$ cat config.mk
export PLATFORM = sky130hd
export DESIGN_NAME = serial_cfg_loader
export DESIGN_NICKNAME = d
export VERILOG_FILES = /design/src/rtl/scl_pkg.sv /design/src/rtl/scl_sync.sv /design/src/rtl/scl_timer.sv /design/src/rtl/scl_serializer.sv /design/src/rtl/serial_cfg_loader.sv
export SDC_FILE = /design/constraint.sdc
export NUM_CORES = 1
export LEC_CHECK = 0
export CORE_UTILIZATION = 40
export DETAILED_ROUTE_END_ITERATION = 12
export GPL_ROUTABILITY_DRIVEN = 0
export SYNTH_ARGS = -nofsm -noshare
export SYNTH_HDL_FRONTEND = slang
export SYNTH_HIERARCHICAL = 1
export SYNTH_SLANG_ARGS = --single-unit
$ cat constraint.sdc
create_clock -name clk -period 4.44 [get_ports clk]
set_input_delay 0.444 -clock clk [delete_from_list [all_inputs] [get_ports clk]]
set_output_delay 0.444 -clock clk [all_outputs]
set_load 0.02 [all_outputs]
$ cat src/rtl/scl_pkg.sv
package scl_pkg;

    localparam int BYTE_W = 8;
    localparam int PHASES = 4;

    typedef enum logic [2:0] {
        ST_IDLE      = 3'd0,
        ST_INIT_LOW  = 3'd1,
        ST_INIT_HIGH = 3'd2,
        ST_FETCH     = 3'd3,
        ST_SHIFT     = 3'd4,
        ST_DONE_WAIT = 3'd5
    } seq_state_e;

    typedef enum logic [1:0] {
        ERR_NONE      = 2'd0,
        ERR_INIT_FALL = 2'd1,
        ERR_INIT_RISE = 2'd2,
        ERR_DONE      = 2'd3
    } seq_err_e;

    typedef struct packed {
        logic cclk;
        logic din;
    } pin_pair_t;

    function automatic int max3(input int a, input int b, input int c);
        int m;
        m = a;
        if (b > m) m = b;
        if (c > m) m = c;
        return m;
    endfunction

    // Pin pattern for one phase of a bit: data parked high around the clock pulse.
    function automatic pin_pair_t phase_pins(input logic [1:0] ph, input logic bitv);
        pin_pair_t p;
        case (ph)
            2'd0:    begin p.cclk = 1'b0; p.din = 1'b1; end
            2'd1:    begin p.cclk = 1'b0; p.din = bitv; end
            2'd2:    begin p.cclk = 1'b1; p.din = bitv; end
            default: begin p.cclk = 1'b1; p.din = 1'b1; end
        endcase
        return p;
    endfunction

endpackage

$ cat src/rtl/scl_sync.sv
module scl_sync #(
    parameter int          WIDTH   = 2,
    parameter logic [WIDTH-1:0] RST_VAL = '0
) (
    input  logic             clk,
    input  logic             rst,
    input  logic [WIDTH-1:0] d_async,
    output logic [WIDTH-1:0] d_sync
);
    logic [WIDTH-1:0] stage1_q;
    logic [WIDTH-1:0] stage2_q;

    for (genvar i = 0; i < WIDTH; i++) begin : g_bit
        always_ff @(posedge clk) begin
            if (rst) begin
                stage1_q[i] <= RST_VAL[i];
                stage2_q[i] <= RST_VAL[i];
            end else begin
                stage1_q[i] <= d_async[i];
                stage2_q[i] <= stage1_q[i];
            end
        end
    end

    assign d_sync = stage2_q;
endmodule

$ cat src/rtl/scl_timer.sv
module scl_timer #(
    parameter int TICK_DIV = 100000,
    parameter int LIM_W    = 3
) (
    input  logic             clk,
    input  logic             rst,
    input  logic             clr,
    input  logic             en,
    input  logic [LIM_W-1:0] limit,
    output logic             expired
);
    localparam int PRE_W = (TICK_DIV > 1) ? $clog2(TICK_DIV) : 1;
    localparam logic [PRE_W-1:0] PRE_LAST = PRE_W'(TICK_DIV - 1);

    logic [PRE_W-1:0] pre_q;
    logic [LIM_W-1:0] ticks_q;

    always_ff @(posedge clk) begin
        if (rst || clr) begin
            pre_q   <= '0;
            ticks_q <= '0;
        end else if (en) begin
            if (pre_q == PRE_LAST) begin
                pre_q <= '0;
                if (ticks_q != limit) ticks_q <= ticks_q + 1'b1;
            end else begin
                pre_q <= pre_q + 1'b1;
            end
        end
    end

    assign expired = (ticks_q == limit);
endmodule

$ cat src/rtl/scl_serializer.sv
module scl_serializer
    import scl_pkg::*;
(
    input  logic              clk,
    input  logic              rst,
    input  logic              load,
    input  logic [BYTE_W-1:0] data,
    output logic              active,
    output logic              last,
    output logic              cclk,
    output logic              din
);
    localparam int IDX_W = $clog2(BYTE_W);
    localparam logic [IDX_W-1:0] IDX_LAST = IDX_W'(BYTE_W - 1);

    logic [BYTE_W-1:0] sh_q;
    logic [1:0]        ph_q;
    logic [IDX_W-1:0]  idx_q;
    logic              act_q;
    pin_pair_t         pins;

    always_ff @(posedge clk) begin
        if (rst) begin
            sh_q  <= '0;
            ph_q  <= '0;
            idx_q <= '0;
            act_q <= 1'b0;
        end else if (load && !act_q) begin
            sh_q  <= data;
            ph_q  <= '0;
            idx_q <= '0;
            act_q <= 1'b1;
        end else if (act_q) begin
            ph_q <= ph_q + 1'b1;
            if (ph_q == 2'd3) begin
                sh_q  <= {sh_q[BYTE_W-2:0], 1'b0};
                idx_q <= idx_q + 1'b1;
                if (idx_q == IDX_LAST) act_q <= 1'b0;
            end
        end
    end

    always_comb begin
        if (act_q) pins = phase_pins(ph_q, sh_q[BYTE_W-1]);
        else       pins = '{cclk: 1'b1, din: 1'b1};
    end

    assign active = act_q;
    assign last   = act_q && (ph_q == 2'd3) && (idx_q == IDX_LAST);
    assign cclk   = pins.cclk;
    assign din    = pins.din;
endmodule

$ cat src/rtl/serial_cfg_loader.sv
module serial_cfg_loader
    import scl_pkg::*;
#(
    parameter bit PROG_ACTIVE_HIGH = 1'b0,
    parameter int TICK_DIV         = 100000,
    parameter int INIT_FALL_TICKS  = 3,
    parameter int INIT_RISE_TICKS  = 6,
    parameter int DONE_TICKS       = 6,
    parameter int LEN_W            = 16
) (
    input  logic             clk,
    input  logic             rst,
    input  logic             start,
    input  logic [LEN_W-1:0] cfg_len,
    input  logic [7:0]       byte_data,
    input  logic             byte_valid,
    output logic             byte_ready,
    output logic             cfg_prog,
    output logic             cfg_cclk,
    output logic             cfg_din,
    input  logic             cfg_init,
    input  logic             cfg_done,
    output logic             busy,
    output logic             ok,
    output logic [1:0]       err_code
);
    localparam int LIM_MAX = max3(INIT_FALL_TICKS, INIT_RISE_TICKS, DONE_TICKS);
    localparam int TICK_W  = $clog2(LIM_MAX + 1);

    seq_state_e        state_q;
    seq_err_e          err_q;
    logic              ok_q;
    logic [LEN_W-1:0]  left_q;

    logic [1:0]        status_sync;
    logic              init_s;
    logic              done_s;

    logic              tmr_clr;
    logic              tmr_en;
    logic [TICK_W-1:0] tmr_lim;
    logic              tmr_exp;

    logic              ser_load;
    logic              ser_active;
    logic              ser_last;
    logic              ser_cclk;
    logic              ser_din;
    logic              prog_act;

    scl_sync #(
        .WIDTH   (2),
        .RST_VAL (2'b01)
    ) u_sync (
        .clk     (clk),
        .rst     (rst),
        .d_async ({cfg_done, cfg_init}),
        .d_sync  (status_sync)
    );
    assign init_s = status_sync[0];
    assign done_s = status_sync[1];

    always_comb begin
        tmr_en  = 1'b0;
        tmr_lim = TICK_W'(INIT_FALL_TICKS);
        case (state_q)
            ST_INIT_LOW:  begin tmr_en = 1'b1; tmr_lim = TICK_W'(INIT_FALL_TICKS); end
            ST_INIT_HIGH: begin tmr_en = 1'b1; tmr_lim = TICK_W'(INIT_RISE_TICKS); end
            ST_DONE_WAIT: begin tmr_en = 1'b1; tmr_lim = TICK_W'(DONE_TICKS);      end
            default:      begin tmr_en = 1'b0; end
        endcase
        tmr_clr = !tmr_en
               || (state_q == ST_INIT_LOW  && !init_s)
               || (state_q == ST_INIT_HIGH &&  init_s);
    end

    scl_timer #(
        .TICK_DIV (TICK_DIV),
        .LIM_W    (TICK_W)
    ) u_timer (
        .clk     (clk),
        .rst     (rst),
        .clr     (tmr_clr),
        .en      (tmr_en),
        .limit   (tmr_lim),
        .expired (tmr_exp)
    );

    assign ser_load = (state_q == ST_FETCH) && byte_valid;

    scl_serializer u_ser (
        .clk    (clk),
        .rst    (rst),
        .load   (ser_load),
        .data   (byte_data),
        .active (ser_active),
        .last   (ser_last),
        .cclk   (ser_cclk),
        .din    (ser_din)
    );

    always_ff @(posedge clk) begin
        if (rst) begin
            state_q <= ST_IDLE;
            err_q   <= ERR_NONE;
            ok_q    <= 1'b0;
            left_q  <= '0;
        end else begin
            case (state_q)
                ST_IDLE: begin
                    if (start) begin
                        left_q  <= cfg_len;
                        err_q   <= ERR_NONE;
                        ok_q    <= 1'b0;
                        state_q <= ST_INIT_LOW;
                    end
                end
                ST_INIT_LOW: begin
                    if (!init_s) begin
                        state_q <= ST_INIT_HIGH;
                    end else if (tmr_exp) begin
                        err_q   <= ERR_INIT_FALL;
                        state_q <= ST_IDLE;
                    end
                end
                ST_INIT_HIGH: begin
                    if (init_s) begin
                        state_q <= (left_q == '0) ? ST_DONE_WAIT : ST_FETCH;
                    end else if (tmr_exp) begin
                        err_q   <= ERR_INIT_RISE;
                        state_q <= ST_IDLE;
                    end
                end
                ST_FETCH: begin
                    if (byte_valid) state_q <= ST_SHIFT;
                end
                ST_SHIFT: begin
                    if (ser_last) begin
                        left_q  <= left_q - 1'b1;
                        state_q <= (left_q == LEN_W'(1)) ? ST_DONE_WAIT : ST_FETCH;
                    end
                end
                ST_DONE_WAIT: begin
                    if (done_s) begin
                        ok_q    <= 1'b1;
                        state_q <= ST_IDLE;
                    end else if (tmr_exp) begin
                        err_q   <= ERR_DONE;
                        state_q <= ST_IDLE;
                    end
                end
                default: state_q <= ST_IDLE;
            endcase
        end
    end

    assign prog_act   = (state_q == ST_INIT_LOW);
    assign cfg_prog   = PROG_ACTIVE_HIGH ? prog_act : !prog_act;
    assign cfg_cclk   = ser_active ? ser_cclk : 1'b1;
    assign cfg_din    = ser_active ? ser_din  : 1'b1;
    assign byte_ready = (state_q == ST_FETCH);
    assign busy       = (state_q != ST_IDLE);
    assign ok         = ok_q;
    assign err_code   = err_q;
endmodule

==> metrics.txt <==
# TYPE chip_impl_metric gauge
chip_impl_metric{name="grt_util_all_layers",unit="%"} 17.9
chip_impl_metric{name="core.rowCount",unit=""} 33
chip_impl_metric{name="final_worst_hold_slack",unit="ns"} 0.405
chip_impl_info{name="run_status",value="finished clean"} 1
chip_impl_metric{name="fp.dieArea",unit="mm^2"} 0.00879
chip_impl_metric{name="worst_r2r_path_depth",unit=""} 6
chip_impl_info{name="crit_path_end",value="u_timer/ticks_q[2]"} 1
chip_impl_metric{name="vdd_ir_drop_max",unit="mV"} 0.120
chip_impl_metric{name="antenna_violations_before_repair",unit=""} 0
chip_impl_metric{name="clkTransAtPathRegs",unit="ns"} 0.06
chip_impl_metric{name="cts_made_buffers",unit=""} 9
chip_impl_metric{name="synth_cells",unit=""} 399
chip_impl_metric{name="core",unit="mm^2"} 0.00818
chip_impl_metric{name="post-route-period-util",unit="%"} 65.5
chip_impl_metric{name="final-setup-viol-count",unit=""} 0
chip_impl_metric{name="max_cap_viol_count",unit=""} 0
chip_impl_info{name="setup.worst_path.end_class",value="register"} 1
chip_impl_info{name="busiest_layer",value="met2"} 1
chip_impl_metric{name="initial_core_util",unit="%"} 41.2
chip_impl_info{name="regToRegEndpoint",value="u_timer/ticks_q[2]"} 1
chip_impl_metric{name="critPathMaxFanout",unit=""} 18
chip_impl_metric{name="die-width",unit="um"} 93.7
chip_impl_metric{name="global_route.usage.met1",unit="%"} 22.4
chip_impl_metric{name="dr.first_iter.drc_count",unit=""} 129
chip_impl_info{name="yosys_most_used_dff",value="dfxtp_1"} 1
chip_impl_info{name="holdCritPathClass",value="register to register"} 1
chip_impl_info{name="cp-start-kind",value="register"} 1
chip_impl_metric{name="slowest_delay",unit="ns"} 0.68
chip_impl_info{name="clk_root_buffer_cell",value="clkbuf_8"} 1
chip_impl_metric{name="grt.met2_usage",unit="%"} 29.5
chip_impl_info{name="cp-startpoint",value="state_q[0]"} 1
chip_impl_metric{name="routed_wirelength",unit="mm"} 7.58
chip_impl_metric{name="synthesis.area_per_instance",unit="um^2"} 8.44
chip_impl_metric{name="cts.sink_count",unit=""} 60
chip_impl_metric{name="drc",unit=""} 0
chip_impl_metric{name="power.density_cell_area",unit="mW/mm^2"} 328
chip_impl_metric{name="synth-async-reset-ratio",unit="%"} 0
chip_impl_metric{name="io-pin-count",unit=""} 38
chip_impl_metric{name="ys_seq_area_share",unit="%"} 35.7
chip_impl_metric{name="globalRouteOverflowTotal",unit=""} 0
chip_impl_metric{name="nNetsFinal",unit=""} 469
chip_impl_metric{name="final.setup_skew",unit="ns"} 0.0136
chip_impl_metric{name="ys_types",unit=""} 68
chip_impl_metric{name="critPathArrivalTime",unit="ns"} 3.18
chip_impl_metric{name="power.static_leakage",unit="nW"} 1.33
chip_impl_metric{name="post-route-min-period",unit="ns"} 2.91
chip_impl_metric{name="finish.instance_area",unit="mm^2"} 0.00399
chip_impl_info{name="worstPathCellList",value="nor2b_1 > nand2b_1 > nand3_2 > or4_4 > or4_1 > a21oi_1"} 1
chip_impl_metric{name="post-cts-setup-buffer-count",unit=""} 0
chip_impl_metric{name="post_cts.resized_instances",unit=""} 0
chip_impl_info{name="critPathKind",value="register to register"} 1
chip_impl_metric{name="grt_first_pass_wirelength",unit="mm"} 12.5
chip_impl_metric{name="yosys_register_bits",unit=""} 60
chip_impl_metric{name="place.port_buffers",unit=""} 37
chip_impl_metric{name="worst_skew_pair.late_latency",unit="ns"} 0.34
chip_impl_metric{name="cts_hold_repair.buffers",unit=""} 0
chip_impl_metric{name="post_route_cells_drive_above_1_share",unit="%"} 10.2
chip_impl_metric{name="ys.warnings.count",unit=""} 6
chip_impl_metric{name="grt_pass1_vias",unit=""} 2794
chip_impl_metric{name="dp_hpwl",unit="mm"} 5.17
chip_impl_metric{name="placed_cell_area",unit="mm^2"} 0.00377
chip_impl_info{name="crit_path_top_delay_cell",value="dfxtp_1"} 1
chip_impl_metric{name="drt_pass_1_iters",unit=""} 6
chip_impl_metric{name="syn2layout_area_growth",unit="%"} 18.4
chip_impl_metric{name="drv_slew",unit=""} 0
chip_impl_metric{name="syn_nets",unit=""} 440
chip_impl_metric{name="max_freq",unit="GHz"} 0.344
chip_impl_metric{name="synth_edf_count",unit=""} 0
chip_impl_metric{name="r2r_slack",unit="ns"} 1.53
chip_impl_metric{name="via_count",unit=""} 2974
chip_impl_info{name="r2r-start",value="state_q[0]"} 1
chip_impl_metric{name="worst-slew-pin-transition",unit="ns"} 1.04
chip_impl_info{name="unrepaired_setup_endpoints_after_global_routing",value="no"} 1
chip_impl_metric{name="cts_max_level",unit=""} 3
chip_impl_metric{name="cts_buffer_depth",unit=""} 2
chip_impl_metric{name="routedWlPerCell",unit="um"} 14.1
chip_impl_metric{name="route.detailed.vias_per_inst",unit=""} 5.53
chip_impl_metric{name="mappedNetlistArea",unit="mm^2"} 0.00337
chip_impl_metric{name="maxSlewHeadroom",unit="%"} 30.5
chip_impl_metric{name="floorplan.die.height",unit="um"} 93.7
chip_impl_metric{name="grt_start_max_net_pins",unit=""} 43
chip_impl_info{name="cts_tree",value="done"} 1
chip_impl_metric{name="final-hold-violation-count",unit=""} 0
chip_impl_metric{name="fin_tns_setup",unit="ns"} 0
chip_impl_metric{name="diodes",unit=""} 0
chip_impl_metric{name="grt_use_met3",unit="%"} 4.77
chip_impl_metric{name="detail-route-antenna-nets",unit=""} 0
chip_impl_metric{name="cp_data_required_time",unit="ns"} 4.71
==> worst min-delay path by stage <==
stage / from / to / slack (ns) / cells past startpoint
2_1_floorplan: u_sync/stage1_q[0] / u_sync/d_sync[0] / 0.38 / 1
3_3_place_gp: u_sync/stage1_q[0] / u_sync/d_sync[0] / 0.39 / 1
3_5_place_dp: u_sync/stage1_q[0] / u_sync/d_sync[0] / 0.39 / 1
4_1_cts: u_sync/stage1_q[0] / u_sync/d_sync[0] / 0.41 / 1
5_1_grt: u_sync/stage1_q[1] / u_sync/d_sync[1] / 0.45 / 1
6_report: u_sync/stage1_q[0] / u_sync/d_sync[0] / 0.41 / 1
==> cell type report <==
| type | instances | area (um^2) |
|---|---|---|
| fill | 813 | 4190 |
| multi-input combinational | 308 | 2020 |
| sequential | 60 | 1200 |
| timing repair buffer | 39 | 385 |
| clock buffer | 11 | 141 |
| tap | 105 | 131 |
| clock inverter | 5 | 75.1 |
| inverter | 10 | 37.5 |
==> sequential cells by signal, summed over array words and instances (netlist names), 3 cells and up <==
name             count
left_q              16
u_timer/pre_q       17
u_ser/idx_q          3
state_q              3
u_ser/sh_q           8
u_timer/ticks_q      3
==> placed cells by master, fill, tap and decap left out, types with 4 or more instances in the layout <==
cell / count
dfxtp_1: 60
clkbuf_8: 10
xor2_1: 4
nor4_1: 7
nand2b_1: 4
clkdlybuf4s50_1: 37
nor2_1: 50
xnor2_1: 13
a21oi_1: 24
inv_1: 10
nor3b_1: 4
a31oi_1: 4
nand3_1: 9
nand2_1: 29
ha_1: 11
mux2i_1: 10
o21ai_0: 13
o22ai_1: 9
o31ai_1: 5
nor3_1: 21
nor2b_1: 4
a211oi_1: 11
or3_1: 7
nand4_1: 5
==> cell families (layout without fill, tap and decap cells) <==
group / Yosys count / after routing / share of synthesized area, %
adder cells (fa/ha/maj): 11 / 11 / 4.09
XOR/XNOR: 17 / 17 / 4.42
AO/OA/AOI/OAI: 90 / 90 / 18.0
other: 1 / 1 / 0.111
buffers and inverters: 31 / 65 / 4.46
AND/OR/NAND/NOR: 178 / 178 / 29.9
multiplexers: 11 / 11 / 3.31
flip-flops: 60 / 60 / 35.7
==> per-layer routing <==
layer	vias to the layer above	wire [um]
met2	49	3440
met4	0	84
met5	-	0
met1	1397	3740
li1	1518	-
met3	10	312
==> cell usage after synthesis, drive strengths merged, types with 5 or more instances <==
cell type | n | area share (%)
o22ai | 9 | 1.7
a211oi | 13 | 3.2
or4 | 5 | 1.4
nand4 | 5 | 0.93
buf | 16 | 2.8
inv | 10 | 1.1
or3 | 7 | 1.3
clkbuf | 5 | 0.56
nor3b | 5 | 1.3
a21oi | 24 | 3.6
nand3 | 12 | 2.2
nand2 | 29 | 3.2
dfxtp | 60 | 36
o31ai | 5 | 1.1
mux2i | 10 | 3.0
o21ai | 13 | 1.9
nor4 | 9 | 2.6
nor3 | 24 | 4.2
xnor2 | 13 | 3.4
ha | 11 | 4.1
and3 | 5 | 1.0
nor2 | 50 | 5.6
==> critical path, delay by kind of cell (launching register included) <==
family,cells,cell delay (ns)
AND/OR/NAND/NOR,5,2.02
AO/OA/AOI/OAI,1,0.15
flip-flops,1,0.68
==> power breakdown <==
group	leakage [nW]	total (mW)	switching, mW	internal [mW]
registers	0.488	0.585	0.0281	0.557
clock network	0.113	0.550	0.221	0.329
logic	0.734	0.173	0.0901	0.0825
==> per-stage QoR <==
step	util, %	total power, mW	cells	setup slack [ns]
2_1_floorplan	-	0.706	399	2.05
3_3_place_gp	46.1	0.767	522	1.67
3_5_place_dp	46.1	0.769	522	1.59
4_1_cts	48.8	1.32	538	1.57
5_1_grt	48.8	1.37	538	1.33
6_report	48.8	1.31	538	1.53
No activity file was read; power rests on OpenSTA's default activity.
